**config.mk**
```make
export PLATFORM = sky130hd
export DESIGN_NAME = uart_rx_core
export DESIGN_NICKNAME = d
export VERILOG_FILES = /design/src/rtl/uart_rx_pkg.sv /design/src/rtl/uart_rx_sync.sv /design/src/rtl/uart_rx_os_cnt.sv /design/src/rtl/uart_rx_core.sv
export SDC_FILE = /design/constraint.sdc
export NUM_CORES = 1
export LEC_CHECK = 0
export BUFFER_PORTS_ARGS = -buffer_cell sky130_fd_sc_hd__buf_2
export CORE_ASPECT_RATIO = 1.2
export CORE_MARGIN = 2
export CORE_UTILIZATION = 61
export DETAILED_ROUTE_END_ITERATION = 16
export GPL_ROUTABILITY_DRIVEN = 0
export PLACE_DENSITY_LB_ADDON = 0.2
export REMOVE_ABC_BUFFERS = 1
export SLEW_MARGIN = 20
export SYNTH_ARGS = -nofsm -noshare
export SYNTH_HDL_FRONTEND = slang
export SYNTH_SLANG_ARGS = --single-unit
```
**constraint.sdc**
```tcl
create_clock -name clk_i -period 2.9 [get_ports clk_i]
set_input_delay 0.29 -clock clk_i [delete_from_list [all_inputs] [get_ports clk_i]]
set_output_delay 0.29 -clock clk_i [all_outputs]
set_load 0.01 [all_outputs]
```
**src/rtl/uart_rx_pkg.sv**
```systemverilog
package uart_rx_pkg;
  localparam int unsigned DATA_W = 8;
  localparam int unsigned IDX_W  = $clog2(DATA_W);

  typedef enum logic [2:0] {
    ST_IDLE,
    ST_START,
    ST_DATA,
    ST_PAR,
    ST_STOP
  } rx_state_e;
endpackage

```
**src/rtl/uart_rx_sync.sv**
```systemverilog
module uart_rx_sync #(
  parameter int unsigned STAGES = 2
) (
  input  logic clk_i,
  input  logic rst_ni,
  input  logic rx_i,
  output logic rx_o,
  output logic fall_o
);
  logic [STAGES-1:0] sync_q;
  logic              prev_q;

  generate
    for (genvar i = 0; i < STAGES; i++) begin : g_stage
      always_ff @(posedge clk_i or negedge rst_ni) begin
        if (!rst_ni) sync_q[i] <= 1'b1;
        else if (i == 0) sync_q[i] <= rx_i;
        else sync_q[i] <= sync_q[(i > 0) ? i - 1 : 0];
      end
    end
  endgenerate

  always_ff @(posedge clk_i or negedge rst_ni) begin
    if (!rst_ni) prev_q <= 1'b1;
    else prev_q <= sync_q[STAGES-1];
  end

  assign rx_o   = sync_q[STAGES-1];
  assign fall_o = prev_q & ~rx_o;

  // the line must rise again before another edge
  assert_fall_single_R1: assert property (@(posedge clk_i) disable iff (!rst_ni)
    fall_o |=> !fall_o);
endmodule

```
**src/rtl/uart_rx_os_cnt.sv**
```systemverilog
module uart_rx_os_cnt #(
  parameter int unsigned OS_HI = 16,
  parameter int unsigned OS_LO = 8,
  localparam int unsigned CNT_W = $clog2(OS_HI)
) (
  input  logic clk_i,
  input  logic rst_ni,
  input  logic tick_i,
  input  logic clr_i,
  input  logic hs_i,
  output logic half_o,
  output logic full_o
);
  localparam logic [CNT_W-1:0] HI_LAST = CNT_W'(OS_HI - 1);
  localparam logic [CNT_W-1:0] LO_LAST = CNT_W'(OS_LO - 1);
  localparam logic [CNT_W-1:0] HI_HALF = CNT_W'(OS_HI / 2 - 1);
  localparam logic [CNT_W-1:0] LO_HALF = CNT_W'(OS_LO / 2 - 1);

  logic [CNT_W-1:0] cnt_q, last, half;

  always_comb begin
    last   = hs_i ? LO_LAST : HI_LAST;
    half   = hs_i ? LO_HALF : HI_HALF;
    half_o = tick_i && (cnt_q == half);
    full_o = tick_i && (cnt_q == last);
  end

  always_ff @(posedge clk_i or negedge rst_ni) begin
    if (!rst_ni)     cnt_q <= '0;
    else if (clr_i)  cnt_q <= '0;
    else if (tick_i) cnt_q <= full_o ? '0 : cnt_q + 1'b1;
  end

  assert_cnt_in_range_R5: assert property (@(posedge clk_i) disable iff (!rst_ni)
    cnt_q <= last);
endmodule

```
**src/rtl/uart_rx_core.sv**
```systemverilog
module uart_rx_core
  import uart_rx_pkg::*;
#(
  parameter int unsigned OS_HI       = 16,
  parameter int unsigned OS_LO       = 8,
  parameter int unsigned SYNC_STAGES = 2
) (
  input  logic              clk_i,
  input  logic              rst_ni,
  input  logic              tick_i,
  input  logic              rx_i,
  input  logic              hs_mode_i,
  input  logic [1:0]        data_len_i,
  input  logic              par_en_i,
  input  logic              par_odd_i,
  output logic [DATA_W-1:0] data_o,
  output logic              valid_o,
  output logic              par_err_o,
  output logic              frame_err_o,
  output logic              break_o
);
  rx_state_e         state_q;
  logic              rx_s, fall;
  logic              half_hit, full_hit, cnt_clr;
  logic [DATA_W-1:0] sh_q;
  logic [IDX_W-1:0]  idx_q, last_idx_q;
  logic              hs_q, pen_q, podd_q, par_q;

  uart_rx_sync #(.STAGES(SYNC_STAGES)) u_sync (
    .clk_i, .rst_ni, .rx_i, .rx_o(rx_s), .fall_o(fall)
  );

  assign cnt_clr = (state_q == ST_IDLE) || (state_q == ST_START && half_hit);

  uart_rx_os_cnt #(.OS_HI(OS_HI), .OS_LO(OS_LO)) u_cnt (
    .clk_i, .rst_ni, .tick_i, .clr_i(cnt_clr), .hs_i(hs_q),
    .half_o(half_hit), .full_o(full_hit)
  );

  always_ff @(posedge clk_i or negedge rst_ni) begin
    if (!rst_ni) begin
      state_q     <= ST_IDLE;
      sh_q        <= '0;
      idx_q       <= '0;
      last_idx_q  <= '0;
      hs_q        <= 1'b0;
      pen_q       <= 1'b0;
      podd_q      <= 1'b0;
      par_q       <= 1'b0;
      data_o      <= '0;
      valid_o     <= 1'b0;
      par_err_o   <= 1'b0;
      frame_err_o <= 1'b0;
      break_o     <= 1'b0;
    end else begin
      valid_o <= 1'b0;
      unique case (state_q)
        ST_IDLE: if (fall) begin
          state_q    <= ST_START;
          sh_q       <= '0;
          idx_q      <= '0;
          last_idx_q <= IDX_W'(data_len_i) + IDX_W'(DATA_W - 4);
          hs_q       <= hs_mode_i;
          pen_q      <= par_en_i;
          podd_q     <= par_odd_i;
        end
        ST_START: begin
          if (tick_i && rx_s) state_q <= ST_IDLE;  // silent reject
          else if (half_hit)  state_q <= ST_DATA;
        end
        ST_DATA: if (full_hit) begin
          sh_q[idx_q] <= rx_s;
          idx_q       <= idx_q + 1'b1;
          if (idx_q == last_idx_q) state_q <= pen_q ? ST_PAR : ST_STOP;
        end
        ST_PAR: if (full_hit) begin
          par_q   <= rx_s;
          state_q <= ST_STOP;
        end
        ST_STOP: if (full_hit) begin
          data_o      <= sh_q;
          valid_o     <= 1'b1;
          par_err_o   <= pen_q & (^sh_q ^ par_q ^ podd_q);
          frame_err_o <= ~rx_s;
          break_o     <= ~rx_s & (sh_q == '0);
          state_q     <= ST_IDLE;
        end
        default: state_q <= ST_IDLE;
      endcase
    end
  end

  assert_reject_silent_R4: assert property (@(posedge clk_i) disable iff (!rst_ni)
    (state_q == ST_START && tick_i && rx_s) |=> (state_q == ST_IDLE && !valid_o));

  assert_accept_low_R2: assert property (@(posedge clk_i) disable iff (!rst_ni)
    ($past(state_q) == ST_START && state_q == ST_DATA) |-> !$past(rx_s));

  assert_strobe_single_R10: assert property (@(posedge clk_i) disable iff (!rst_ni)
    valid_o |=> !valid_o);

  assert_flags_hold_R10: assert property (@(posedge clk_i) disable iff (!rst_ni)
    !valid_o |-> $stable({data_o, par_err_o, frame_err_o, break_o}));

  assert_break_framing_R9: assert property (@(posedge clk_i) disable iff (!rst_ni)
    break_o |-> (frame_err_o && data_o == '0));

  assert_cfg_latched_R11: assert property (@(posedge clk_i) disable iff (!rst_ni)
    (state_q != ST_IDLE && $past(state_q) != ST_IDLE) |-> $stable({hs_q, pen_q, podd_q, last_idx_q}));
endmodule

```
==> results.sh <==
export IMPL_status="finished, final reports clean"
export IMPL_finalHoldViolations=0
export IMPL_synth_cells=182
export IMPL_seq_area_frac_synth=0.500
export IMPL_remaining_drc_errors=0
export IMPL_ant_nets=0
export IMPL_die_area_um2=3770
export IMPL_fin_crit_sh=0.628
export IMPL_drtPass1Iterations=4
export IMPL_area_growth_pct=7.90
export IMPL_post_drt_wl_per_cell_um=15.4
export IMPL_wl_met3_um=157
export IMPL_post_cts_resized=0
export IMPL_synth_area_um2=2010
export IMPL_track_usage=0.226
export IMPL_clockRootBuffer="clkbuf_4"
export IMPL_finalWirelength_um=3630
export IMPL_core_area_um2=3110
export IMPL_required_ns=3.15
export IMPL_rsz0062_at_grt="false"
export IMPL_clock_latency_ns=0.35
export IMPL_fin_nets=213
export IMPL_slew_viol_final=0
export IMPL_ys_seq_elements=40
export IMPL_cts_buffers=5
export IMPL_ys_types=43
export IMPL_io_buffers=20
export IMPL_pin_count=21
export IMPL_place_inst=227
export IMPL_start_kind="flip-flop"
export IMPL_mostFrequentLayoutCell="dfrtp_1"
export IMPL_syn_area_per_cell_um2=11.0
export IMPL_final_cell_mix="37 x dfrtp_1, 23 x nand2_1, 20 x buf_2"
export IMPL_start_util=0.646
export IMPL_place_area_um2=2070
export IMPL_peakVddDrop_v=0.000599
export IMPL_cts_sinks=40
export IMPL_synth_edf_count=0
export IMPL_slew_headroom=0.420
export IMPL_cp_end_kind="flip-flop"
export IMPL_hpwl_um=2540
export IMPL_fin_cells=235
export IMPL_drive_gt1_frac=0.256
export IMPL_viasPerCell=5.89
export IMPL_highest_layer="met4"
export IMPL_cp_arrival_ns=2.08
export IMPL_max_cap_violations=0
export IMPL_r2r_cells=4
export IMPL_holdBufCountCts=0
export IMPL_grt_pass1_vias=1401
export IMPL_synthArstFlopShare=1.00
export IMPL_drtIter0Drc=50
export IMPL_antenna_cells=0
export IMPL_min_path_type="in2reg"
export IMPL_met2WireLength_um=1770
export IMPL_vias=1383
export IMPL_fin_crit_ns=1.82
export IMPL_die_h_um=66.9
export IMPL_cp_max_fo=14
export IMPL_grt_first_pass_wirelength_um=6390
export IMPL_overflow=0
export IMPL_antenna_found_initial=0
export IMPL_cts_setup_buffers=0
export IMPL_hold_ws_ns=0.0282
export IMPL_clock_skew_ns=0.00849
export IMPL_timing_worst_setup_path_type="reg2reg"
export IMPL_clock_path_buffers=2
export IMPL_tns_ns=0
export IMPL_fmax_ghz=0.549
export IMPL_fill_cells=234
export IMPL_drt_met1_wl_um=1640
export IMPL_rows=22
export IMPL_final_cell_area_um2=2170
export IMPL_htreeDepth=2
export IMPL_leakagePower_nw=1.03
export IMPL_cts_tree="done"
export IMPL_yosys_warnings=0
export IMPL_path_clk_slew_ns=0.12
export IMPL_whs_path_depth=1
export IMPL_ys_flop_type="dfrtp_1"
export IMPL_power_density_nw_per_um2=793
export IMPL_setup_viol=0
export IMPL_grt_max_degree=41
export IMPL_die_w_um=56.4
export IMPL_worst_pin_slew_ns=0.870
## stage by stage
stage / setup slack (ns) / total power [mW] / util
after floorplan: 1.28 / 1.18 / -
after global placement: 1.18 / 1.29 / 0.667
after detailed placement: 1.13 / 1.32 / 0.667
after CTS: 1.10 / 1.73 / 0.698
after global routing: 0.958 / 1.84 / 0.698
final: 1.08 / 1.72 / 0.698
## registers in the layout, indices dropped and copies added, names as in the netlist
signal and count:
break_o 1, par_err_o 1, u_sync.prev_q 1, u_cnt.cnt_q 4
u_sync.rx_o 1, sh_q 8, idx_q 3, par_q 1
podd_q 1, state_q 3, u_sync.sync_q 1, valid_o 1
frame_err_o 1, pen_q 1, data_o 8, last_idx_q 3
hs_q 1
## critical path, cell delays in order, from the launching register on
cell     delay, ns
dfrtp_1       0.62
nor3b_1       0.33
and3_1        0.39
nand3_1       0.12
a32o_1        0.27
## power by group
group | internal [mW] | total (mW) | switching, mW
combinational | 0.253 | 0.518 | 0.265
clock | 0.229 | 0.413 | 0.184
sequential | 0.655 | 0.790 | 0.135
total | 1.14 | 1.72 | 0.585
## cell usage after synthesis, drive strengths merged, types with 3 or more instances
cell | count | area share
nand3 | 6 | 0.022
xnor2 | 10 | 0.044
inv | 12 | 0.022
mux2i | 3 | 0.015
and3 | 3 | 0.014
ha | 6 | 0.037
buf | 8 | 0.035
o311ai | 3 | 0.013
nand4 | 4 | 0.012
o31ai | 3 | 0.011
nor2 | 7 | 0.013
nand2 | 23 | 0.043
dfstp | 3 | 0.039
dfrtp | 37 | 0.46
mux2 | 9 | 0.050
nor2b | 3 | 0.0093
clkbuf | 3 | 0.0056
o21ai | 8 | 0.020
nand2b | 4 | 0.012
a21oi | 3 | 0.0075
## cells by family (layout without fill, tap and decap cells)
logic type      after synthesis  after routing  share of synthesized area
mux                          12             12                     0.0653
compound gates               31             31                      0.116
flops                        40             40                      0.500
buf+inv                      23             40                     0.0628
simple gates                 58             58                      0.162
fa+ha+maj                     6              6                     0.0373
xor+xnor                     12             12                     0.0560
## metal layers
metal  up-vias  GRT usage
li1        668          -
met1       670      0.274
met2        40      0.381
met3         5     0.0583
met4         0     0.0982
met5         -          0
## path summary, 6_finish.rpt
| kind | to | slack, ns | from |
|---|---|---|---|
| hold reg to reg | u_sync.rx_o | 0.37 | u_sync.sync_q[0] |
| min in group asynchronous | valid_o | 0.04 | rst_ni |
| hold / removal | u_sync.sync_q[0] | 0.03 | rx_i |
| setup reg to reg | sh_q[2] | 1.08 | state_q[1] |
| setup / recovery | sh_q[2] | 1.08 | state_q[1] |
| max in group asynchronous | u_cnt.cnt_q[1] | 2.32 | rst_ni |
## layout make-up
cell class                 count  area (um2)  area share
sequential                    40        1000       0.463
multi-input combinational    119         880       0.405
timing repair buffer          20         100      0.0461
clock buffer                   7        65.1      0.0300
inverter                      12        45.0      0.0208
tap                           36        45.0      0.0208
clock inverter                 1        30.0      0.0138
No activity file was read; power rests on OpenSTA's default activity.
